### src/rtl/pt_xlate_pkg.sv
`timescale 1ns/1ps
package pt_xlate_pkg;

  typedef enum logic [1:0] {
    WALK_IDLE    = 2'd0,
    WALK_FETCH   = 2'd1,
    WALK_RESPOND = 2'd2
  } walk_state_e;

  localparam logic [1:0] OP_READ  = 2'd0;
  localparam logic [1:0] OP_WRITE = 2'd1;
  localparam logic [1:0] OP_EXEC  = 2'd2;

  localparam logic [1:0] ACC_RO  = 2'd0;
  localparam logic [1:0] ACC_RW  = 2'd1;
  localparam logic [1:0] ACC_XO  = 2'd2;
  localparam logic [1:0] ACC_RWX = 2'd3;

endpackage

### src/rtl/pt_perm_check.sv
`timescale 1ns/1ps
module pt_perm_check
  import pt_xlate_pkg::*;
(
  input  logic       ent_valid,
  input  logic [1:0] ent_acc,
  input  logic [1:0] op,
  output logic       grant
);

  logic op_ok;

  always_comb begin
    op_ok = 1'b0;
    case (op)
      OP_READ:  op_ok = (ent_acc == ACC_RO) || (ent_acc == ACC_RW) || (ent_acc == ACC_RWX);
      OP_WRITE: op_ok = (ent_acc == ACC_RW) || (ent_acc == ACC_RWX);
      OP_EXEC:  op_ok = (ent_acc == ACC_XO) || (ent_acc == ACC_RWX);
      default:  op_ok = 1'b0;
    endcase
    grant = ent_valid && op_ok;
  end

endmodule

### src/rtl/pt_tlb_array.sv
`timescale 1ns/1ps
module pt_tlb_array #(
  parameter int ENTRIES = 8,
  parameter int VPN_W   = 20,
  parameter int DATA_W  = 22
) (
  input  logic               clk,
  input  logic               rst_n,
  input  logic               flush,
  input  logic [VPN_W-1:0]   lk_vpn,
  output logic               lk_hit,
  output logic [DATA_W-1:0]  lk_data,
  input  logic               fill_en,
  input  logic [VPN_W-1:0]   fill_vpn,
  input  logic [DATA_W-1:0]  fill_data,
  output logic [ENTRIES-1:0] valid_vec,
  output logic [ENTRIES-1:0] hit_vec
);

  localparam int IDX_W = (ENTRIES > 1) ? $clog2(ENTRIES) : 1;

  logic [VPN_W-1:0]   tag_q  [ENTRIES];
  logic [DATA_W-1:0]  data_q [ENTRIES];
  logic [ENTRIES-1:0] valid_q, valid_d;
  logic [IDX_W-1:0]   rr_q, rr_d;
  logic [IDX_W-1:0]   free_idx, victim;
  logic               have_free;

  // parallel tag compare, one comparator per slot
  for (genvar g = 0; g < ENTRIES; g++) begin : g_cmp
    assign hit_vec[g] = valid_q[g] && (tag_q[g] == lk_vpn);
  end

  assign lk_hit    = |hit_vec;
  assign valid_vec = valid_q;

  always_comb begin
    lk_data = '0;
    for (int i = 0; i < ENTRIES; i++) begin
      lk_data = lk_data | (data_q[i] & {DATA_W{hit_vec[i]}});
    end
  end

  // lowest free slot first, else the round-robin slot
  always_comb begin
    have_free = 1'b0;
    free_idx  = '0;
    for (int i = ENTRIES - 1; i >= 0; i--) begin
      if (!valid_q[i]) begin
        have_free = 1'b1;
        free_idx  = IDX_W'(i);
      end
    end
    victim = have_free ? free_idx : rr_q;
  end

  always_comb begin
    valid_d = valid_q;
    rr_d    = rr_q;
    if (flush) begin
      valid_d = '0;
    end else if (fill_en) begin
      valid_d[victim] = 1'b1;
      if (!have_free) begin
        rr_d = (rr_q == IDX_W'(ENTRIES - 1)) ? '0 : rr_q + 1'b1;
      end
    end
  end

  always_ff @(posedge clk or negedge rst_n) begin
    if (!rst_n) begin
      valid_q <= '0;
      rr_q    <= '0;
    end else begin
      valid_q <= valid_d;
      rr_q    <= rr_d;
    end
  end

  // slot payload: clock-enabled, no reset
  for (genvar g = 0; g < ENTRIES; g++) begin : g_slot
    logic slot_we;
    assign slot_we = fill_en && !flush && (victim == IDX_W'(g));
    always_ff @(posedge clk) begin
      if (slot_we) begin
        tag_q[g]  <= fill_vpn;
        data_q[g] <= fill_data;
      end
    end
  end

endmodule

### src/rtl/pt_walk_fsm.sv
`timescale 1ns/1ps
module pt_walk_fsm
  import pt_xlate_pkg::*;
#(
  parameter int PA_W      = 32,
  parameter int VPN_W     = 20,
  parameter int PTE_W     = 23,
  parameter int ENT_SHIFT = 2
) (
  input  logic              clk,
  input  logic              rst_n,
  input  logic              req_valid,
  input  logic [VPN_W-1:0]  req_vpn,
  input  logic              lk_hit,
  input  logic              base_we,
  input  logic [PA_W-1:0]   base_q,
  input  logic              rsp_valid,
  input  logic [PTE_W-1:0]  rsp_data,
  output walk_state_e       state,
  output logic              rd_req,
  output logic [PA_W-1:0]   rd_addr,
  output logic [VPN_W-1:0]  fetch_vpn,
  output logic [PTE_W-1:0]  pte_q
);

  walk_state_e      st_q, st_d;
  logic             discard_q, discard_d;
  logic             load_addr, load_pte;
  logic [PA_W-1:0]  addr_q, addr_d;
  logic [VPN_W-1:0] vpn_q;

  assign addr_d = base_q + PA_W'({req_vpn, {ENT_SHIFT{1'b0}}});

  always_comb begin
    st_d      = st_q;
    discard_d = discard_q;
    load_addr = 1'b0;
    load_pte  = 1'b0;
    case (st_q)
      WALK_IDLE: begin
        if (req_valid && !lk_hit && !base_we) begin
          st_d      = WALK_FETCH;
          load_addr = 1'b1;
          discard_d = 1'b0;
        end
      end
      WALK_FETCH: begin
        if (base_we) discard_d = 1'b1;
        if (rsp_valid) begin
          if (discard_q || base_we) begin
            st_d      = WALK_IDLE;
            discard_d = 1'b0;
          end else begin
            st_d     = WALK_RESPOND;
            load_pte = 1'b1;
          end
        end
      end
      WALK_RESPOND: st_d = WALK_IDLE;
      default:      st_d = WALK_IDLE;
    endcase
  end

  always_ff @(posedge clk or negedge rst_n) begin
    if (!rst_n) begin
      st_q      <= WALK_IDLE;
      discard_q <= 1'b0;
    end else begin
      st_q      <= st_d;
      discard_q <= discard_d;
    end
  end

  always_ff @(posedge clk) begin
    if (load_addr) begin
      addr_q <= addr_d;
      vpn_q  <= req_vpn;
    end
    if (load_pte) begin
      pte_q <= rsp_data;
    end
  end

  assign state     = st_q;
  assign rd_req    = (st_q == WALK_FETCH);
  assign rd_addr   = addr_q;
  assign fetch_vpn = vpn_q;

endmodule

### src/rtl/pt_xlate.sv
`timescale 1ns/1ps
module pt_xlate
  import pt_xlate_pkg::*;
#(
  parameter int VA_W    = 32,
  parameter int OFF_W   = 12,
  parameter int FRAME_W = 20,
  parameter int ENTRIES = 8
) (
  input  logic                       clk,
  input  logic                       rst_n,
  input  logic                       req_valid,
  input  logic [VA_W-1:0]            req_vaddr,
  input  logic [1:0]                 req_op,
  output logic                       req_ready,
  output logic [FRAME_W+OFF_W-1:0]   xl_paddr,
  output logic                       xl_fault,
  input  logic                       tbl_base_we,
  input  logic [FRAME_W+OFF_W-1:0]   tbl_base_wdata,
  output logic                       pte_rd,
  output logic [FRAME_W+OFF_W-1:0]   pte_rd_addr,
  input  logic                       pte_rsp_valid,
  input  logic [FRAME_W+2:0]         pte_rsp_data
);

  localparam int VPN_W   = VA_W - OFF_W;
  localparam int PA_W    = FRAME_W + OFF_W;
  localparam int ACC_W   = 2;
  localparam int DATA_W  = ACC_W + FRAME_W;
  localparam int PTE_W   = DATA_W + 1;
  localparam int V_BIT   = PTE_W - 1;
  localparam int ACC_LSB = FRAME_W;

  // reset: asynchronous assert, synchronous release
  logic [1:0] rst_sync_q;
  logic       rst_int_n;

  always_ff @(posedge clk or negedge rst_n) begin
    if (!rst_n) rst_sync_q <= 2'b00;
    else        rst_sync_q <= {rst_sync_q[0], 1'b1};
  end
  assign rst_int_n = rst_sync_q[1];

  // table base register
  logic [PA_W-1:0] base_q, base_d;

  assign base_d = tbl_base_we ? tbl_base_wdata : base_q;

  always_ff @(posedge clk or negedge rst_int_n) begin
    if (!rst_int_n) base_q <= '0;
    else            base_q <= base_d;
  end

  logic [VPN_W-1:0]   req_vpn;
  logic [OFF_W-1:0]   req_off;
  logic               lk_hit;
  logic [DATA_W-1:0]  lk_data;
  logic               fill_en;
  logic [ENTRIES-1:0] tlb_valid;
  logic [ENTRIES-1:0] tlb_hit;
  walk_state_e        walk_st;
  logic [VPN_W-1:0]   fetch_vpn;
  logic [PTE_W-1:0]   pte_q;

  assign req_vpn = req_vaddr[VA_W-1:OFF_W];
  assign req_off = req_vaddr[OFF_W-1:0];

  pt_tlb_array #(
    .ENTRIES (ENTRIES),
    .VPN_W   (VPN_W),
    .DATA_W  (DATA_W)
  ) u_tlb (
    .clk       (clk),
    .rst_n     (rst_int_n),
    .flush     (tbl_base_we),
    .lk_vpn    (req_vpn),
    .lk_hit    (lk_hit),
    .lk_data   (lk_data),
    .fill_en   (fill_en),
    .fill_vpn  (fetch_vpn),
    .fill_data (pte_q[DATA_W-1:0]),
    .valid_vec (tlb_valid),
    .hit_vec   (tlb_hit)
  );

  pt_walk_fsm #(
    .PA_W      (PA_W),
    .VPN_W     (VPN_W),
    .PTE_W     (PTE_W),
    .ENT_SHIFT (2)
  ) u_walk (
    .clk       (clk),
    .rst_n     (rst_int_n),
    .req_valid (req_valid),
    .req_vpn   (req_vpn),
    .lk_hit    (lk_hit),
    .base_we   (tbl_base_we),
    .base_q    (base_q),
    .rsp_valid (pte_rsp_valid),
    .rsp_data  (pte_rsp_data),
    .state     (walk_st),
    .rd_req    (pte_rd),
    .rd_addr   (pte_rd_addr),
    .fetch_vpn (fetch_vpn),
    .pte_q     (pte_q)
  );

  // result source: cache on a hit, fetched entry in the respond state
  logic               sel_valid;
  logic [ACC_W-1:0]   sel_acc;
  logic [FRAME_W-1:0] sel_frame;
  logic               grant;
  logic               in_respond;

  assign in_respond = (walk_st == WALK_RESPOND);

  always_comb begin
    if (in_respond) begin
      sel_valid = pte_q[V_BIT];
      sel_acc   = pte_q[ACC_LSB +: ACC_W];
      sel_frame = pte_q[FRAME_W-1:0];
    end else begin
      sel_valid = 1'b1;
      sel_acc   = lk_data[ACC_LSB +: ACC_W];
      sel_frame = lk_data[FRAME_W-1:0];
    end
  end

  pt_perm_check u_perm (
    .ent_valid (sel_valid),
    .ent_acc   (sel_acc),
    .op        (req_op),
    .grant     (grant)
  );

  assign req_ready = !tbl_base_we &&
                     (((walk_st == WALK_IDLE) && req_valid && lk_hit) || in_respond);
  assign xl_fault  = !grant;
  assign xl_paddr  = grant ? {sel_frame, req_off} : '0;
  assign fill_en   = in_respond && !tbl_base_we && grant;

endmodule

### config.mk
export PLATFORM = sky130hd
export DESIGN_NAME = pt_xlate
export DESIGN_NICKNAME = d
export VERILOG_FILES = /design/src/rtl/pt_xlate_pkg.sv /design/src/rtl/pt_perm_check.sv /design/src/rtl/pt_tlb_array.sv /design/src/rtl/pt_walk_fsm.sv /design/src/rtl/pt_xlate.sv
export SDC_FILE = /design/constraint.sdc
export NUM_CORES = 1
export LEC_CHECK = 0
export BUFFER_PORTS_ARGS = -buffer_cell sky130_fd_sc_hd__buf_4
export CORE_ASPECT_RATIO = 1.75
export CORE_UTILIZATION = 35
export CTS_CLUSTER_SIZE = 24
export DETAILED_ROUTE_END_ITERATION = 10
export PLACE_DENSITY = 0.49
export SETUP_SLACK_MARGIN = 0.5
export SYNTH_ARGS = -nofsm -noshare
export SYNTH_HDL_FRONTEND = slang
export SYNTH_SLANG_ARGS = --single-unit
### constraint.sdc
create_clock -name clk -period 4.1 [get_ports clk]
set_clock_uncertainty 0.2 [all_clocks]
set_input_delay 0.205 -clock clk [delete_from_list [all_inputs] [get_ports clk]]
set_output_delay 0.205 -clock clk [all_outputs]
set_load 0.02 [all_outputs]
==> flow_summary.json <==
{
  "status": "finished, violations left",
  "violations": "DRC, setup timing",
  "place.gp.congestion": 0.9634,
  "worst_ep_arrival_time_ns": 3.70,
  "max_freq_mhz": 243.6,
  "grtUsageTotal_pct": 22.89,
  "antenna_cells": 0,
  "grt_pass1_vias": 13390,
  "num_io_pins": 161,
  "vias": 12750,
  "cts_tree": "yes",
  "place.port_buffers": 160,
  "rows": 113,
  "reg2reg_to": "u_tlb.tag_q[1][20]",
  "avgSynthCellArea_sq_um": 15.06,
  "firstDrtPassIters": 10,
  "chipWidth_um": 179.6,
  "critPathMostFrequentCell": "or4_4",
  "fill_cells": 4734,
  "grt_setup_unrepaired": "true",
  "drtIter0Drc": 770,
  "worst_setup_path_start_kind": "register",
  "worst-setup-path-type": "register to primary output",
  "design.die.area_sq_um": 56200,
  "critical-path-slowest-cell": "or4_4",
  "maxSlewHeadroom_pct": 28.44,
  "internal_power_mw": 7.819,
  "hold_viol_final": 0,
  "cp_cell_sequence": "xor2_2 > or4_4 > or4_4 > o22ai_4 > or4_4 > mux2i_4 > buf_6 > a221oi_4 > o21ai_4 > buf_8 > clkbuf_16 > nor2_2 > buf_4",
  "startpoint": "u_tlb.tag_q[1][44]",
  "slew_violations": 0,
  "drive_gt1_share_pct": 28.01,
  "p_sw_share_pct": 24.12,
  "syn_nets": 1403,
  "ys_types": 63,
  "start_util_pct": 35.50,
  "worst-path-max-fanout": 8,
  "reg2reg_depth": 14,
  "post-route-period-util_pct": 100.1,
  "path_clk_slew_ns": 0.06,
  "async_flop_share_pct": 10.46,
  "netSwitchingPower_mw": 2.485,
  "finalSetupTns_ns": -0.009822,
  "post-place-cells": 2165,
  "cp-end-kind": "primary output",
  "ys_ff_latch": 459,
  "pwr-share-clk_pct": 38.6,
  "post_drt_wl_per_cell_um": 27.63,
  "numCtsBuffers": 45,
  "cts_max_level": 2,
  "whs_ns": 0.05724,
  "timing.final.ws_setup_ns": -0.005733,
  "grt_pass1_wl_um": 91710,
  "worst_slew_pin_slew_ns": 1.073,
  "syn_inst": 1283,
  "root_buffer": "clkbuf_16",
  "core_sq_um": 54430,
  "synthFlopType": "edfxtp_1",
  "cp.depth": 13,
  "final_nets": 1777,
  "synth_edf_count": 411,
  "rr_startpoint": "u_tlb.tag_q[1][44]",
  "seqPwrFrac_pct": 51.2,
  "yosysSeqAreaShare_pct": 70.08,
  "ys_warn_count": 0,
  "crit_path_end": "xl_paddr[22]",
  "r2r_setup_slack_ns": 0.02,
  "syn2layout_area_growth_pct": 34.26,
  "hpwl_um": 43340,
  "crit_family": "simple AND/OR/NAND/NOR gates",
  "pwr-share-comb_pct": 10.2,
  "ant_nets": 0,
  "design_area_sq_um": 25950,
  "slowest_delay_ns": 0.52,
  "viasPerCell": 5.353,
  "grt_max_degree": 50,
  "p_per_area_nw_per_um2": 397.1,
  "hp-class": "input pin to register",
  "clockBufferDepth": 3,
  "vdd_drop_max_uv": 358.8,
  "worst-path-buf-inv": 4,
  "dpl_cell_area_sq_um": 22160,
  "clkLatencyLatePin_ns": 0.58,
  "routed_wl_um": 65830,
  "setup_viol_count_final": 2,
  "route.detailed.drc": 6,
  "netlist_area_sq_um": 19330,
  "cp.required_ns": 3.69,
  "finalNonFillerCells": 2382,
  "p_leak_nw": 9.168,
  "hold_depth": 4,
  "cts.sinks": 459,
  "grt_antenna_before_repair": 0,
  "fin_crit_ns": 4.106,
  "gr-total-overflow": 0,
  "utilization_pct": 47.67,
  "drv_cap": 0,
  "die_h_um": 312.9
}
[power groups by stage]
stage / Sequential (mW) / Combinational [mW] / Clock [mW]
4_1_cts: 5.28 / 1.01 / 4.06
5_1_grt: 5.28 / 1.12 / 4.21
3_3_place_gp: 5.37 / 0.896 / 0
3_5_place_dp: 5.38 / 0.900 / 0
2_1_floorplan: 5.38 / 0.486 / 0
6_report: 5.27 / 1.05 / 3.98
[tightest hold or removal path, stage by stage]
cell      delay, ns
buf_4          0.11
nand2b_1       0.10
nor4_4         0.07
or2_2          0.28
[cells in the final DEF, fill, tap and decap left out, drive strengths merged, types with 4 or more instances in the layout]
| cell type | netlist | layout |
|---|---|---|
| a211oi | 5 | 5 |
| o2111ai | 7 | 7 |
| xor2 | 133 | 133 |
| mux2 | 31 | 31 |
| o21a | 4 | 4 |
| a22oi | 43 | 43 |
| a22o | 22 | 22 |
| o21bai | 4 | 4 |
| a221oi | 21 | 21 |
| a211o | 4 | 4 |
| inv | 35 | 38 |
| clkbuf | 25 | 68 |
| nor2b | 8 | 8 |
| nand2b | 5 | 5 |
| nor3 | 32 | 32 |
| nor2 | 61 | 61 |
| nand4b | 6 | 6 |
| dfrtp | 48 | 48 |
| o22ai | 4 | 4 |
| clkinv | 0 | 19 |
| and3 | 4 | 4 |
| nand3 | 30 | 30 |
| nand4 | 46 | 46 |
| dlygate4sd3 | 0 | 81 |
| nor4b | 20 | 20 |
| nor4 | 48 | 48 |
| xnor2 | 49 | 49 |
| o21ai | 45 | 45 |
| buf | 30 | 288 |
| ha | 25 | 25 |
| nand2 | 26 | 26 |
| edfxtp | 411 | 411 |
| a21oi | 18 | 18 |
[flip-flops by register name, indices dropped and copies added (netlist names)]
name	cells
u_tlb.data_q	176
u_walk.rd_addr	32
u_tlb.rr_q	3
u_walk.pte_q	23
u_walk.fetch_vpn	20
base_q	32
u_walk.discard_q	1
rst_sync_q	2
u_walk.state	2
u_tlb.tag_q	160
u_tlb.valid_vec	8
[synth_stat cells (5+ instances only)]
cell type | count | area [sq um]
a211oi_1 | 5 | 37.54
a21oi_1 | 18 | 90.09
a221oi_1 | 20 | 175.2
a22o_1 | 22 | 192.7
a22oi_1 | 43 | 322.8
buf_1 | 5 | 18.77
buf_2 | 21 | 105.1
clkbuf_1 | 25 | 93.84
dfrtp_1 | 48 | 1201
edfxtp_1 | 411 | 12340
ha_1 | 25 | 312.8
inv_1 | 35 | 131.4
mux2_2 | 28 | 315.3
nand2_1 | 26 | 97.59
nand2b_1 | 5 | 31.28
nand3_1 | 30 | 150.1
nand4_1 | 46 | 287.8
nand4b_1 | 6 | 52.55
nor2_1 | 61 | 229.0
nor2b_1 | 8 | 50.05
nor3_1 | 32 | 160.2
nor4_1 | 46 | 287.8
nor4b_1 | 19 | 166.4
o2111ai_1 | 6 | 52.55
o21ai_0 | 44 | 220.2
xnor2_1 | 49 | 429.2
xor2_1 | 133 | 1165
[cell families (layout without fill, tap and decap cells)]
group	after synthesis	after routing	share of synthesized area, %
AOI/OAI and AO/OA	194	194	7.335
xor gates and xnor gates	182	182	8.248
adders and majority gates	26	26	1.722
buffers and inverters	90	499	2.020
DFF	459	459	70.08
muxes	32	32	1.877
other	1	1	0.01940
and+or+nand+nor	299	299	8.701
[worst min-delay path by stage]
stage                     startpoint               to
after floorplan                rst_n    rst_sync_q[0]
after global placement         rst_n    rst_sync_q[0]
after detailed placement       rst_n    rst_sync_q[0]
after CTS                  req_valid  u_walk.state[0]
after global routing       req_valid  u_walk.state[0]
final                      req_valid  u_walk.state[0]
[metal layers]
metal  GRT usage (%)  part of all wire (%)  vias up
li1                -                     -     5716
met1           22.97                    34     6468
met2           44.44                    56      398
met3           2.475                   3.0      168
met4           14.77                   7.4        0
met5               0                     0        -
[metrics by stage]
stage,power (mW),setup WS [ns]
6_report,10.30,-0.005733
5_1_grt,10.61,-0.1034
4_1_cts,10.35,-0.07680
3_5_place_dp,6.276,0.1158
3_3_place_gp,6.271,0.1063
2_1_floorplan,5.867,-0.3770
[cell type report]
cell class | count | area, sq um | share of cell area (%)
clock buffers | 57 | 1181 | 4.552
inverters | 35 | 131.4 | 0.5063
clock inverters | 25 | 188.9 | 0.7281
well taps | 690 | 863.3 | 3.327
flip-flops and latches | 459 | 13540 | 52.20
multi-input cells | 734 | 5944 | 22.91
repair buffers | 382 | 4094 | 15.78
[repair_timing]
item / in CTS / in global routing
setup buffers: 21 / 9
hold buffers: 81 / 0
cloned: 12 / 12
pin swaps: 9 / 17
gates resized for setup: 77 / 88
endpoints found under the setup margin: 381 / 386
endpoints found under the hold margin: 102 / 0
Note: power is estimated with default switching activity, not from simulation.
